File: config.mk
export PLATFORM = sky130hd
export DESIGN_NAME = ddr_quad_ser
export DESIGN_NICKNAME = d
export VERILOG_FILES = /design/src/rtl/ddr_quad_ser.sv
export SDC_FILE = /design/constraint.sdc
export NUM_CORES = 1
export LEC_CHECK = 0
export ABC_AREA = 1
export BUFFER_PORTS_ARGS = -buffer_cell sky130_fd_sc_hd__buf_4
export CORE_MARGIN = 10
export CORE_UTILIZATION = 35
export DETAILED_ROUTE_END_ITERATION = 8
export PLACE_DENSITY_LB_ADDON = 0.12
export SLEW_MARGIN = 20
export SYNTH_ARGS = -nofsm -noshare
export SYNTH_HDL_FRONTEND = slang
export SYNTH_SLANG_ARGS = --single-unit
File: constraint.sdc
create_clock -name clk -period 2 [get_ports clk]
set_clock_uncertainty 0.1 [all_clocks]
set_input_delay 0.3 -clock clk [delete_from_list [all_inputs] [get_ports clk]]
set_output_delay 0.3 -clock clk [all_outputs]
set_load 0.1 [all_outputs]
File: src/rtl/ddr_quad_ser.sv
`timescale 1ns/1ps
module ddr_quad_ser #(
  parameter int LANES  = 4,
  parameter int WBITS  = 12,
  parameter int LOCK_N = 100,
  parameter int CNT_W  = 8
) (
  input  logic                   clk,
  input  logic                   rst_n,
  input  logic                   slot_en,
  input  logic                   smp_stb,
  input  logic [LANES*WBITS-1:0] smp_data,
  input  logic [1:0]             pat_sel,
  input  logic                   pwr_dn,
  output logic [LANES-1:0]       lane_dat,
  output logic                   lane_oe,
  output logic                   dco,
  output logic                   fco,
  output logic                   out_valid
);
  localparam int SLOT_W = $clog2(WBITS);
  localparam int LOCK_W = $clog2(LOCK_N + 1);
  localparam logic [SLOT_W-1:0] LAST = SLOT_W'(WBITS - 1);
  localparam logic [SLOT_W-1:0] HALF = SLOT_W'(WBITS / 2);

  function automatic logic [WBITS-1:0] alt_word();
    logic [WBITS-1:0] w;
    for (int i = 0; i < WBITS; i++) w[i] = i[0];
    return w;
  endfunction

  localparam logic [WBITS-1:0] PAT_MID = {1'b1, {(WBITS-1){1'b0}}};
  localparam logic [WBITS-1:0] PAT_ALT = alt_word();

  logic [SLOT_W-1:0] slot_q;
  logic              pd_q;
  logic              ref_q;
  logic [CNT_W-1:0]  spc_q;
  logic [LOCK_W-1:0] lock_q;

  wire frame_end = slot_en && (slot_q == LAST);
  wire [CNT_W:0] meas = {1'b0, spc_q} + {{CNT_W{1'b0}}, slot_en};
  wire period_ok = (meas == (CNT_W+1)'(WBITS));

  always_ff @(posedge clk) begin
    if (!rst_n) slot_q <= '0;
    else if (slot_en) slot_q <= frame_end ? '0 : slot_q + 1'b1;
  end

  always_ff @(posedge clk) begin
    if (!rst_n) pd_q <= 1'b0;
    else        pd_q <= pwr_dn;
  end

  always_ff @(posedge clk) begin
    if (!rst_n || pwr_dn) begin
      ref_q  <= 1'b0;
      spc_q  <= '0;
      lock_q <= '0;
    end else if (smp_stb) begin
      spc_q <= '0;
      ref_q <= 1'b1;
      if (ref_q) begin
        if (!period_ok)                     lock_q <= '0;
        else if (lock_q != LOCK_W'(LOCK_N)) lock_q <= lock_q + 1'b1;
      end
    end else if (slot_en && spc_q != '1) begin
      spc_q <= spc_q + 1'b1;
    end
  end

  assign dco       = ~slot_q[0];
  assign fco       = slot_q < HALF;
  assign lane_oe   = ~pd_q;
  assign out_valid = (lock_q == LOCK_W'(LOCK_N));

  for (genvar i = 0; i < LANES; i++) begin : g_lane
    logic [WBITS-1:0] hold_q;
    logic [WBITS-1:0] sh_q;
    logic [WBITS-1:0] nxt;

    always_comb begin
      case (pat_sel)
        2'b01:   nxt = PAT_MID;
        2'b10:   nxt = PAT_ALT;
        default: nxt = hold_q;
      endcase
    end

    always_ff @(posedge clk) begin
      if (!rst_n) begin
        hold_q <= '0;
        sh_q   <= '0;
      end else begin
        if (smp_stb) hold_q <= smp_data[i*WBITS +: WBITS];
        if (slot_en) sh_q <= frame_end ? nxt : {sh_q[WBITS-2:0], 1'b0};
      end
    end

    assign lane_dat[i] = sh_q[WBITS-1];


    pat_mid_chk: assert property (@(posedge clk) disable iff (!rst_n)
      (frame_end && pat_sel == 2'b01) |=> (sh_q == PAT_MID));


    pat_alt_chk: assert property (@(posedge clk) disable iff (!rst_n)
      (frame_end && pat_sel == 2'b10) |=> (sh_q == PAT_ALT));


    lane_hold_chk: assert property (@(posedge clk) disable iff (!rst_n)
      !slot_en |=> $stable(lane_dat[i]));
  end


  pd_oe_chk: assert property (@(posedge clk) disable iff (!rst_n)
    pwr_dn |=> !lane_oe);


  pd_valid_chk: assert property (@(posedge clk) disable iff (!rst_n)
    pwr_dn |=> !out_valid);


  dco_step_chk: assert property (@(posedge clk) disable iff (!rst_n)
    !$stable(dco) |-> $past(slot_en));


  fco_step_chk: assert property (@(posedge clk) disable iff (!rst_n)
    $rose(fco) |-> ($past(slot_en) && dco));


  valid_rise_chk: assert property (@(posedge clk) disable iff (!rst_n)
    $rose(out_valid) |-> $past(smp_stb));
endmodule

== Word-level counts from Yosys, hierarchy flattened ==
Index checks and enable logic that the tools add are counted.

* Reductions and logical operators: 6
* Multiply operators: 0
* Eq/ne operators: 8
* Bitwise gates (word level): 2
* Add/sub/neg operators: 4
* Multiplexer cells: 11
* $lt $le $gt $ge: 1
* Div/mod/pow operators: 0
* Shifts and indexed selects: 0

{| class="wikitable"
|+ Operator list
! cell !! count
|-
| 12-bit one-hot mux with 2 select lines || 4
|-
| 12-bit 2-to-1 mux || 4
|-
| 7-bit 2-to-1 mux || 2
|-
| 8-bit by 1-bit adder with 9-bit output || 1
|-
| 9-bit by 4-bit == test with 1-bit output, second input constant || 1
|-
| 8-bit by 1-bit adder with 8-bit output, second input constant || 1
|-
| 8-bit inequality test, second input constant || 1
|-
| 7-bit by 1-bit adder with 7-bit output, second input constant || 1
|-
| 7-bit == test, second input constant || 1
|-
| 7-bit inequality test, second input constant || 1
|-
| 4-bit by 1-bit adder with 4-bit output, second input constant || 1
|-
| 4-bit == test, second input constant || 1
|-
| 4-bit by 3-bit < comparator with 1-bit output, second input constant || 1
|-
| 4-bit 2-to-1 mux || 1
|-
| 3-bit AND reduction || 1
|-
| 2-bit by 1-bit == test with 1-bit output, second input constant || 1
|-
| 2-bit == test, second input constant || 1
|-
| 1-bit logical AND || 2
|-
| 2-bit by 1-bit inequality test with 1-bit output, second input constant || 1
|-
| 1-bit inverter || 2
|-
| 2-bit OR reduction || 1
|-
| 1-bit zero test || 1
|-
| 1-bit logical OR || 1
|}

* Bits in registers: 117
* Latch bits: 0
* Input port bits: 55
* Memories: 0
* Memory bits (writable): 0
* Memory bits (read-only): 0

== Logic depth before layout (Yosys ltp) ==
Gate-level depths: netlist (run 1).

* Word-level depth: 4
* Gate-level depth with buffers: 11
* Mapped depth without buffers: 10

== Least setup slack after synthesis (run 1) ==
No wires, ideal clock.

* Path type: reg2reg
* Start point: reg lock_q[0]
* End point: reg lock_q[5]
* Cell stages (with the launch flop): 10
* Slack: -0.422 ns
* Library setup time: 0.114 ns
* Arrival time: 2.209 ns
* Cell sequence: dfxtp_1 > inv_1 > ha_1 > nand3_1 > nor2_2 > nand4_2 > nand2_1 > nand2_1 > nand2_1 > nor2_1

* Word-level cells in the longest chain between the ends: 3
* Elaborated cells between the ends (all ways): 6
* Those cells by class: 1 x add/sub; 2 x eq/ne; 2 x mux; 1 x reduce/logical

{| class="wikitable"
|+ Ends and longest elaborated chain
! element !! RTL line !! text
|-
| from (decl) || 39 || <nowiki>logic [LOCK_W-1:0] lock_q;</nowiki>
|-
| from (signal assigned) || 65 || <nowiki>else if (lock_q != LOCK_W'(LOCK_N)) lock_q <= lock_q + 1'b1;</nowiki>
|-
| 7-bit by 1-bit adder with 7-bit output / 7-bit inequality test (equally long branches) || 65 ||
|-
| 7-bit 2-to-1 mux / 2-bit by 1-bit inequality test with 1-bit output (equally long branches) || n/a ||
|-
| 7-bit 2-to-1 mux / 3-bit AND reduction (equally long branches) || n/a ||
|}

Parallel ways exist; a longest one is shown, timed or not. The select of a mux whose other input is x is not followed.
A chain may end at the register's enable or synchronous reset.

== Worst setup path after layout (run 1) ==
* Start point: reg lock_q[0]
* End point: out out_valid

* Word-level cells in the longest chain between the ends: 1

{| class="wikitable"
|+ Ends and longest elaborated chain
! element !! RTL line !! text
|-
| 7-bit == test || 75 || <nowiki>assign out_valid = (lock_q == LOCK_W'(LOCK_N));</nowiki>
|-
| to (decl) || 19 || <nowiki>output logic out_valid</nowiki>
|}

No other way between the ends.

==> results.md, run 1 <==
Outcome:
- The flow ran to the end, and the final reports show no timing, DRC or antenna violations.

Drt:
- After detailed routing, the number of vias per cell comes to 4.92.
- In the final routed layout, each cell accounts on average for 14.3 um.
- The length of the first detailed-routing pass in iterations is 4.
- For this run, design rule violations remaining after detail routing come to 0.
- The number of DRC markers after the initial detailed-route iteration is 232.
- Across all layers, the routed design uses 4524 vias.
- The final antenna-violating net count is 0.
- The total detailed-routing wirelength is between 10 and 15 mm.

Finish:
- The share of layout cells above drive strength 1 is 17.5%.
- The final layout contains a little under 800 nets.
- The finished layout holds 919 standard cells, fillers aside.
- The total inserted antenna cells is 0.
- The area growth from synthesis to layout is 25.3%.

Synthesis:
- Synthesis produced a netlist whose cell count is 673.
- The fraction of registers with async set/reset is 0%.
- For this run, the number of Yosys warnings is 0.
- The flip-flop and latch count after synthesis is 117.
- The number of flops mapped to enable cells by yosys is 0.
- Sorting the synthesized cells by area gives the leading types as dfxtp_1 46%, o21ai_0 9.5%, nor2_1 8.6%.
- The synthesized design devotes to its leading area cell type 46.4% of total area.
- The most frequently used cell type in the post-synthesis netlist is dfxtp_1.
- The unique cell type count in the Yosys netlist is 28.
- The number of nets in the synthesized netlist is 735.
- The post-synthesis cell type with the largest combined area is dfxtp_1.
- The most used flip-flop cell after synthesis is dfxtp_1.
- Sequential cells were found to cover 46.4% of the synthesized design area.
- In this run the cell area of the synthesized design comes to 0.00504 mm^2.
- The commonest cells after synthesis are 117 x dfxtp_1, 115 x nor2_1, 96 x o21ai_0.
- The average instance area after synthesis is 7.49 um^2.

Place:
- The number of port buffers is 62.
- The number of placed instances, taps included is 886.
- The worst setup timing slack at the placement stage is -0.0105 ns.
- The congestion estimate from routability-driven global placement came to 0.776.
- The final HPWL from detailed placement is 8.72 mm.

Flow run:
- The number of max-capacitance violations reported is 0.

Clocking:
- The depth of the CTS H-tree is 4.
- The library cell used as clock root buffer is clkbuf_16.
- Counting the buffers created by CTS gives 17.
- TritonCTS built the clock tree.
- The register clock-pin slew on the reported worst setup and hold paths is 0.05 ns.
- The clock latency on the worst-skew pair is 0.40 ns.
- The number of buffers between clock root and the deepest sink is 2.
- Hold repair after CTS inserted 0 buffers.
- The clock sink count is 117.

Global routing:
- The number of global-route vias before repair is 4394.
- The total congestion overflow is 0.
- The overall global routing resource usage is 13.2%.
- The pin count of the biggest net entering global routing is 97.
- The wire length of the first global-routing pass is 21.4 mm.
- The number of antenna violations at the first check in global routing was 0.

Die:
- The floorplan step defined a core boundary enclosing 0.0140 mm^2.
- The floorplan has 43 rows.
- The vertical die dimension is 140 um.
- The total I/O pin count is 63.
- Measured along the x axis, the die boundary spans 140 um.
- Once the floorplan was initialized, standard cells occupied 36.1% of the core.
- The die covers 0.0196 mm^2.

Setup path:
- The launch point of the critical path is lock_q[0]$_SDFFE_PP0P_.
- The number of cells on the worst reg-to-reg path is 10.
- The critical-path maximum fanout is 4.
- STA classifies the critical path startpoint as a flip-flop.
- In this run the critical register-to-register path is launched from spc_q[0]$_SDFFE_PP0P_.
- The worst setup path is captured at an output pin.
- At the worst endpoint, the arrival time is 1.46 ns.
- At the worst endpoint, the required time is approximately 1.6 ns.
- The worst setup path is of the flip-flop to output pin kind.

STA:
- Setup repair after global routing left no endpoint under its margin.
- The final critical-path setup slack is approximately 0.14 ns.
- The number of hold violations in the final report came to 0.
- The maximum operating frequency is about 540 MHz.
- For the pin with the worst max-slew slack, the measured transition is 0.495 ns.
- The smallest clock period supported by the final layout is computed as about 1.9 ns.
- Headroom to the max-slew limit came out at 67.0%.
- The max-slew violation total from the final report is 0.
- The final cycle utilization of the critical path is 93.0%.
- Setup violations remaining at the end of the flow were counted as 0.
- The final hold slack is 0.0162 ns.

Power:
- The static power due to leakage is 2.66 nW.
- For this design the ratio of total power to cell area is between 900 and 1000 mW/mm^2.
- The overall power is slightly above 6 mW.
- The maximum vdd drop is 575 uV.

Min path:
- The type of the tightest min-delay check is primary input to flip-flop.
- The number of cells on the worst hold path is 3.
- In this run the most critical hold path is launched from smp_data[10].
-- cell families after synthesis --
kind of cell             synth area share [%]
AND/OR/NAND/NOR                          19.6
AO/OA/AOI/OAI                            22.0
flip-flops                               46.4
buffers and inverters                    9.05
XOR/XNOR                                 1.22
adder cells (fa/ha/maj)                  1.74
-- cell usage in the layout, fill, tap and decap left out, drive strengths merged --
cell | netlist | layout
a211oi | 10 | 10
a21oi | 60 | 60
a311oi | 3 | 3
buf | 14 | 77
bufinv | 0 | 3
clkbuf | 29 | 28
clkinv | 2 | 1
dfxtp | 117 | 117
ha | 7 | 7
inv | 66 | 67
nand2 | 85 | 85
nand3 | 23 | 23
nand4 | 8 | 9
nor2 | 120 | 120
nor3 | 5 | 5
o211ai | 10 | 10
o21ai | 96 | 96
o221ai | 11 | 11
xnor2 | 1 | 1
xor2 | 6 | 6
-- repair_timing --
item | in CTS | in global routing
setup buffers | 0 | 1
setup endpoints to repair | 1 | 9
gates resized for setup | 1 | 7
gates cloned | 0 | 1
pin swaps | 0 | 1
-- final cells by class --
cell class | instances | area [um^2]
clock buffers | 28 | 507
clock inverters | 3 | 90.1
fillers | 1403 | 7670
inverters | 68 | 258
multi-input cells | 446 | 2280
flip-flops and latches | 117 | 2340
well taps | 180 | 225
repair buffers | 77 | 611
-- critical path: stages, from the launching register on --
cell and delay, ns:
dfxtp_1 0.35, inv_1 0.09, ha_1 0.14, nand3_1 0.12, nor2_4 0.15, buf_8 0.21
-- layer usage --
metal	vias up	wire (um)	global-route usage, %
met2	68	6590	22.3
met4	0	188	5.49
met3	15	461	3.68
met5	-	0	0
li1	2334	-	-
met1	2107	5880	15.4
-- power by group --
group | switching (mW) | leakage, nW | internal [mW]
sequential | 0.0542 | 0.964 | 2.46
clock | 0.985 | 0.289 | 2.09
combinational | 0.336 | 1.41 | 0.203
-- registers in the layout (all words and copies together), names as in the netlist --
| name | count |
|---|---|
| g_lane.hold_q | 48 |
| pd_q | 1 |
| slot_q | 4 |
| spc_q | 8 |
| ref_q | 1 |
| g_lane.sh_q | 48 |
| lock_q | 7 |
-- worst paths after layout --
| kind | end | slack, ns |
|---|---|---|
| worst max-delay path | out_valid | 0.14 |
| worst min-delay path | g_lane[0].hold_q[10]$_SDFFE_PN0P_ | 0.02 |
| worst max register to register | lock_q[3]$_SDFFE_PP0P_ | 0.20 |
| worst min register to register | g_lane[2].hold_q[3]$_SDFFE_PN0P_ | 0.35 |
-- stage by stage --
step	TNS, ns	util, %	cell area (um^2)
after floorplan	0	-	5060
after global placement	0	40.6	5680
after detailed placement	-0.0105	40.6	5680
after CTS	0	44.9	6280
after global routing	0	45.2	6320
final	0	45.2	6320
No activity file was read; power rests on OpenSTA's default activity.
==> run 2, diff against run 1 <==
Settings changed: CORE_ASPECT_RATIO set to 0.75.
==> results.md, run 2 (synthesized netlist as in run 1, its figures left out) <==
Outcome:
- Run status: finished clean (unchanged).

Global routing:
- The number of global-route vias before repair was 4392 (was 4394).
- The pin count of the biggest net entering global routing is 97 (unchanged).
- The overall global routing resource usage is 13.7% (was 13.2%).
- The total congestion overflow is 0 (unchanged).
- The wire length of the first global-routing pass is 21.6 mm (was 21.4 mm).
- The number of antenna violations at the first check in global routing is 0 (unchanged).

Power:
- The overall power is 6.01 mW (was 6.12 mW).
- The maximum vdd drop came to 619 uV (was 575 uV).
- The static power due to leakage came to 2.68 nW (was 2.66 nW).
- The cell area power density was 944 mW/mm^2 (was 969 mW/mm^2).

STA:
- The final-report setup violation count is 0 (unchanged).
- The maximum operating frequency was 524 MHz (was 538 MHz).
- The final period demand of the worst path was 1.91 ns (was 1.86 ns).
- RSZ-0062 raised after global routing: no (unchanged).
- The number of hold violations in the final report is 0 (unchanged).
- The remaining max-slew budget at the tightest pin is 67.0% (about the same).
- The final cycle utilization of the critical path is 95.5% (was 93.0%).
- The slew of the pin with the lowest slew margin is 0.495 ns (about the same).
- The max-slew violation total from the final report came to 0 (unchanged).

Finish:
- The number of nets at the end of the flow came to 795 (was 789).
- The total inserted antenna cells is 0 (unchanged).
- The most common cell after layout, fill and taps aside is dfxtp_1 (unchanged).
- The area overhead of the layout relative to synthesis was 26.3% (was 25.3%).
- The share of layout cells above drive strength 1 came to 18.5% (was 17.5%).
- Most used cells in the layout excluding fill and tap cells: 116 x dfxtp_1, 115 x nor2_1, 96 x o21ai_0 (unchanged).
- The final design utilization is 45.7% (was 45.2%).
- The number of fillers in the final layout is 1380 (was 1403).
- Registers with the highest flip-flop counts: g_lane.hold_q x48, g_lane.sh_q x48, spc_q x8 (unchanged).

Clocking:
- The library cell used as clock root buffer is clkbuf_16 (unchanged).
- The number of buffers between clock root and the deepest sink is 2 (unchanged).
- The depth of the CTS H-tree is 4 (unchanged).
- The TritonCTS buffer count was 17 (unchanged).
- The TritonCTS clock tree was done (unchanged).
- The clock latency on the worst-skew pair is 0.41 ns (was 0.40 ns).
- The clock sink count is 117 (unchanged).
- The register clock-pin slew on the reported worst setup and hold paths was 0.05 ns (about the same).

Setup path:
- The data required time of the critical path came to 1.60 ns (about the same).
- The worst path arrival time is 1.51 ns (was 1.46 ns).
- The launch point of the worst reg-to-reg path is spc_q[0]$_SDFFE_PP0P_ (unchanged).
- The slowest stage cell on the critical path was dfxtp_1 (unchanged).
- The capture instance of the worst register-to-register path is lock_q[5]$_SDFFE_PP0P_ (was lock_q[3]$_SDFFE_PP0P_).
- The path depth of the worst reg2reg path was 10 (unchanged).
- The slack of the worst reg-to-reg path is 0.16 ns (was 0.20 ns).
- The type of element capturing the critical path is an output pin (unchanged).
- The critical setup path kind is flip-flop to output pin (unchanged).
- The sort of element at the start of the critical path is a flip-flop (unchanged).
- Critical-path cell list: inv_1 -> ha_1 -> nand3_1 -> nor2_4 -> buf_8 (unchanged).
- The biggest cell delay along the critical path is 0.34 ns (was 0.35 ns).
- The critical-path maximum fanout is 4 (unchanged).

Drt:
- The length of the first detailed-routing pass in iterations is 4 (unchanged).
- The final routed wire length divided by cell count is 13.8 um (was 14.3 um).
- The number of DRC markers after the initial detailed-route iteration is 264 (was 232).
- The final antenna-violating net count is 0 (unchanged).
- The count of vias placed by the detailed router is 4536 (was 4524).
- The total detailed-routing wirelength is 13.0 mm (was 13.1 mm).
- The number of design rule violations left after detail routing is 0 (unchanged).
- The via density per instance is 4.83 (was 4.92).

Die:
- The core box area is 0.0139 mm^2 (was 0.0140 mm^2).
- The total I/O pin count is 63 (unchanged).
- The initial core utilization was 36.2% (was 36.1%).
- The floorplan die area is 0.0197 mm^2 (was 0.0196 mm^2).
- The vertical die dimension came to 124 um (was 140 um).
- The cell row count is 37 (was 43).
- The overall die width is 159 um (was 140 um).

Place:
- The final HPWL from detailed placement is 8.93 mm (was 8.72 mm).
- The number of port buffers is 62 (unchanged).
- The final RePlAce weighted congestion was 0.759 (was 0.776).

Flow run:
- The number of max-capacitance violations reported is 0 (unchanged).

Min path:
- The capture endpoint of the worst hold path is g_lane[2].hold_q[0]$_SDFFE_PN0P_ (was g_lane[0].hold_q[10]$_SDFFE_PN0P_).
- The type of the tightest min-delay check is primary input to flip-flop (unchanged).
- The hold path startpoint is smp_data[24] (was smp_data[10]).
- The number of cells on the worst hold path is 3 (unchanged).
## run 2: cell types whose count changed in the layout (fill, tap and decap cells not counted), sizes merged
| cell | delta |
|---|---|
| buf | +4 |
| dlygate4sd3 | +2 |
| clkbuf | -7 |
| inv | -1 |
| clkinv | +7 |
| bufinv | -1 |
| clkinvlp | +2 |
## run 2: metal layers
metal | vias up | wire length [um] | GRT usage, %
met1 | 2079 | 6540 | 18.1
met2 | 99 | 5700 | 21.0
met4 | 0 | 109 | 4.79
met5 | - | 0 | 0
met3 | 9 | 668 | 3.82
li1 | 2349 | - | -
## run 2: timing repair
item | CTS | global route
gates resized for setup | 1 | 8
endpoints found under the hold margin | 2 | 0
endpoints found under the setup margin | 1 | 9
cloned | 0 | 1
buffers inserted | 0 | 2
hold buffers | 2 | 0
pin swaps | 0 | 3
## run 2: worst max path at each step
stage | start | to | cells after the start
floorplan | lock_q[0]$_SDFFE_PP0P_ | lock_q[5]$_SDFFE_PP0P_ | 9
global placement | slot_en | lock_q[6]$_SDFFE_PP0P_ | 11
detailed placement | slot_en | lock_q[5]$_SDFFE_PP0P_ | 11
CTS | lock_q[0]$_SDFFE_PP0P_ | out_valid | 5
global route | lock_q[0]$_SDFFE_PP0P_ | out_valid | 5
finish | lock_q[0]$_SDFFE_PP0P_ | out_valid | 5
## run 2: final cells by class
type                            instances  area, um^2  share of cell area, %
Timing Repair Buffer                   83         656                   10.3
Sequential cell                       117        2340                   36.8
Clock buffer                           21         470                   7.39
Inverter                               68         255                   4.01
Clock inverter                         10         105                   1.65
Multi-Input combinational cell        446        2290                   36.0
Tap cell                              195         244                   3.83
## run 2: through the flow
step | instance area (um^2) | setup WS (ns) | instances | hold WS (ns) | setup TNS [ns]
finish | 6370 | 0.0904 | 940 | 0.0138 | 0
detailed placement | 5710 | -0.0127 | 904 | 0.347 | -0.0252
CTS | 6310 | 0.0481 | 937 | 0.000282 | 0
global route | 6370 | 0.00383 | 940 | 0.0104 | 0
global placement | 5710 | 0.0466 | 904 | 0.342 | 0
floorplan | 5060 | 0.0711 | 673 | 0.293 | 0
## run 2: worst max-delay path, delay by kind of cell, from the launching register on
kind | cells | cell delay, ns
and+or+nand+nor | 2 | 0.31
adders and majority gates | 1 | 0.14
buffers and inverters | 2 | 0.31
DFF | 1 | 0.34
## run 2: power breakdown
group          total (mW)  internal [mW]  switching (mW)
combinational       0.544          0.208           0.336
sequential           2.51           2.46          0.0583
clock                2.95           1.91            1.05
total                6.01           4.57            1.44
==> run 3, diff against run 2 <==
Settings changed: PLACE_DENSITY set to 0.62, PLACE_DENSITY_LB_ADDON 0.12 to unset.
==> results.md, run 3 (synthesized netlist as in run 1, its figures left out) <==
Power:
- The static power due to leakage was 2.65 nW (was 2.68 nW).
- The cell area power density is 959 mW/mm^2 (was 944 mW/mm^2).
- The maximum vdd drop is 658 uV (was 619 uV).
- The overall power came to 6.07 mW (was 6.01 mW).

Clocking:
- The register clock-pin slew on the reported worst setup and hold paths is 0.06 ns (was 0.05 ns).
- The clock sink count is 117 (unchanged).
- The TritonCTS clock tree is done (unchanged).
- The number of hold buffers added after cts is 0 (was 2).
- The clock latency on the worst-skew pair is 0.41 ns (about the same).
- The TritonCTS buffer count came to 17 (unchanged).
- The library cell used as clock root buffer is clkbuf_16 (unchanged).
- The number of buffers between clock root and the deepest sink came to 2 (unchanged).
- The depth of the CTS H-tree is 4 (unchanged).

Finish:
- The most common cell after layout, fill and taps aside is dfxtp_1 (unchanged).
- The number of nets at the end of the flow is 791 (was 795).
- The area overhead of the layout relative to synthesis is 25.4% (was 26.3%).
- The total inserted antenna cells is 0 (unchanged).
- Registers with the highest flip-flop counts: g_lane.hold_q x48, g_lane.sh_q x48, spc_q x8 (unchanged).
- The share of layout cells above drive strength 1 is 18.6% (was 18.5%).
- Most used cells in the layout excluding fill and tap cells: 116 x dfxtp_1, 115 x nor2_1, 96 x o21ai_0 (unchanged).

Die:
- The total I/O pin count was 63 (unchanged).
- The core box area came to 0.0139 mm^2 (unchanged).
- The vertical die dimension came to 124 um (unchanged).
- The initial core utilization is 36.2% (unchanged).
- The overall die width is 159 um (unchanged).
- The floorplan die area is 0.0197 mm^2 (unchanged).
- The cell row count came to 37 (unchanged).

Drt:
- The via density per instance is 4.81 (was 4.83).
- The number of DRC markers after the initial detailed-route iteration came to 283 (was 264).
- The total detailed-routing wirelength is 13.2 mm (was 13.0 mm).
- The final antenna-violating net count is 0 (unchanged).
- The count of vias placed by the detailed router came to 4511 (was 4536).
- The final routed wire length divided by cell count is 14.1 um (was 13.8 um).
- The length of the first detailed-routing pass in iterations is 4 (unchanged).
- The number of design rule violations left after detail routing is 0 (unchanged).

Setup path:
- The capture instance of the worst register-to-register path is lock_q[3]$_SDFFE_PP0P_ (was lock_q[5]$_SDFFE_PP0P_).
- The critical-path maximum fanout is 4 (unchanged).
- The path depth of the worst reg2reg path is 10 (unchanged).
- The launch point of the worst reg-to-reg path is spc_q[0]$_SDFFE_PP0P_ (unchanged).
- The slack of the worst reg-to-reg path is 0.22 ns (was 0.16 ns).
- The sort of element at the start of the critical path is a flip-flop (unchanged).
- The critical setup path kind is flip-flop to output pin (unchanged).
- The worst path arrival time is 1.51 ns (about the same).
- The data required time of the critical path is 1.60 ns (about the same).
- The launch point of the critical path is lock_q[0]$_SDFFE_PP0P_ (unchanged).
- The type of element capturing the critical path is an output pin (unchanged).

Outcome:
- Run status: finished clean (unchanged).

Global routing:
- The met3 layer usage reported by global route came to 4.41% (was 3.82%).
- The global-route met2 utilization was 20.6% (was 21.0%).
- The wire length of the first global-routing pass was 21.6 mm (about the same).
- The global-route layer with the greatest usage is met2 (unchanged).
- The overall global routing resource usage came to 13.6% (was 13.7%).
- The met1 global-route usage is 17.8% (was 18.1%).
- The number of antenna violations at the first check in global routing is 0 (unchanged).
- The number of global-route vias before repair is 4529 (was 4392).
- The pin count of the biggest net entering global routing is 52 (was 97).
- The total congestion overflow came to 0 (unchanged).

STA:
- The maximum operating frequency was 523 MHz (was 524 MHz).
- The final-report setup violation count is 0 (unchanged).
- RSZ-0062 raised after global routing: no (unchanged).
- The slew of the pin with the lowest slew margin is 0.511 ns (was 0.495 ns).
- The final total negative setup slack came to 0 ns (unchanged).
- The number of hold violations in the final report is 0 (unchanged).
- The final cycle utilization of the critical path was 95.5% (about the same).
- The final period demand of the worst path is 1.91 ns (about the same).
- The max-slew violation total from the final report is 0 (unchanged).
- The remaining max-slew budget at the tightest pin is 65.9% (was 67.0%).

Min path:
- The hold path startpoint is smp_data[42] (was smp_data[24]).
- The type of the tightest min-delay check was primary input to flip-flop (unchanged).
- The number of cells on the worst hold path was 3 (unchanged).
- The capture endpoint of the worst hold path was g_lane[3].hold_q[6]$_SDFFE_PN0P_ (was g_lane[2].hold_q[0]$_SDFFE_PN0P_).

Place:
- The number of port buffers was 62 (unchanged).
- The final HPWL from detailed placement is 9.07 mm (was 8.93 mm).
- The final RePlAce weighted congestion is 0.838 (was 0.759).

Flow run:
- The number of max-capacitance violations reported is 0 (unchanged).
## run 3: changes by cell type in the layout (fill, tap and decap cells not counted), sizes merged
cell / previous run / this run
buf: 81 / 79
clkbuf: 21 / 20
clkinv: 8 / 6
clkinvlp: 2 / 6
dlygate4sd3: 2 / 0
## run 3: worst max path at each step
stage                                   to  slack [ns]
detailed placement  lock_q[6]$_SDFFE_PP0P_       0.004
global placement    lock_q[6]$_SDFFE_PP0P_        0.06
global route                     out_valid        0.02
finish                           out_valid        0.09
CTS                              out_valid        0.02
floorplan           lock_q[5]$_SDFFE_PP0P_        0.07
## run 3: report_power, final
group | total, mW | leakage, nW | internal [mW] | switching [mW]
Sequential | 2.51 | 0.964 | 2.46 | 0.0560
Clock | 3.02 | 0.276 | 1.92 | 1.09
Combinational | 0.540 | 1.41 | 0.200 | 0.340
Total | 6.07 | 2.65 | 4.58 | 1.49
## run 3: metrics by stage
step	hold slack [ns]	instance area, um^2	cells	setup WS, ns	utilization [%]
final	0.0100	6320	937	0.0897	45.4
after global placement	0.345	5690	903	0.0597	40.8
after CTS	0.00266	6290	935	0.0171	45.1
after detailed placement	0.347	5690	903	0.00405	40.8
after floorplan	0.293	5060	673	0.0711	-
after global routing	0.0131	6320	937	0.0171	45.4
## run 3: what timing repair did
item,4_1_cts,5_1_grt
cloned,0,1
buffers inserted,0,1
setup endpoints to repair,1,5
pin swaps,0,1
gates resized for setup,1,5
## run 3: final cells by class
type	count	area [um^2]
inverters	68	255
flip-flops and latches	117	2340
well taps	195	244
fillers	1405	7610
clock buffers	20	467
clock inverters	12	129
multi-input cells	446	2280
repair buffers	79	601
## run 3: layer usage
layer	wire length, um	up-vias	part of all wire, %
li1	-	2341	-
met1	6370	2061	48
met2	5970	96	45
met3	719	13	5.4
met4	154	0	1.2
met5	0	-	0
## run 3: critical path, stage by stage (launching register included)
cell and delay, ns:
dfxtp_1 0.34, inv_1 0.09, ha_1 0.15, nand3_1 0.13, nor2_4 0.18, buf_8 0.21
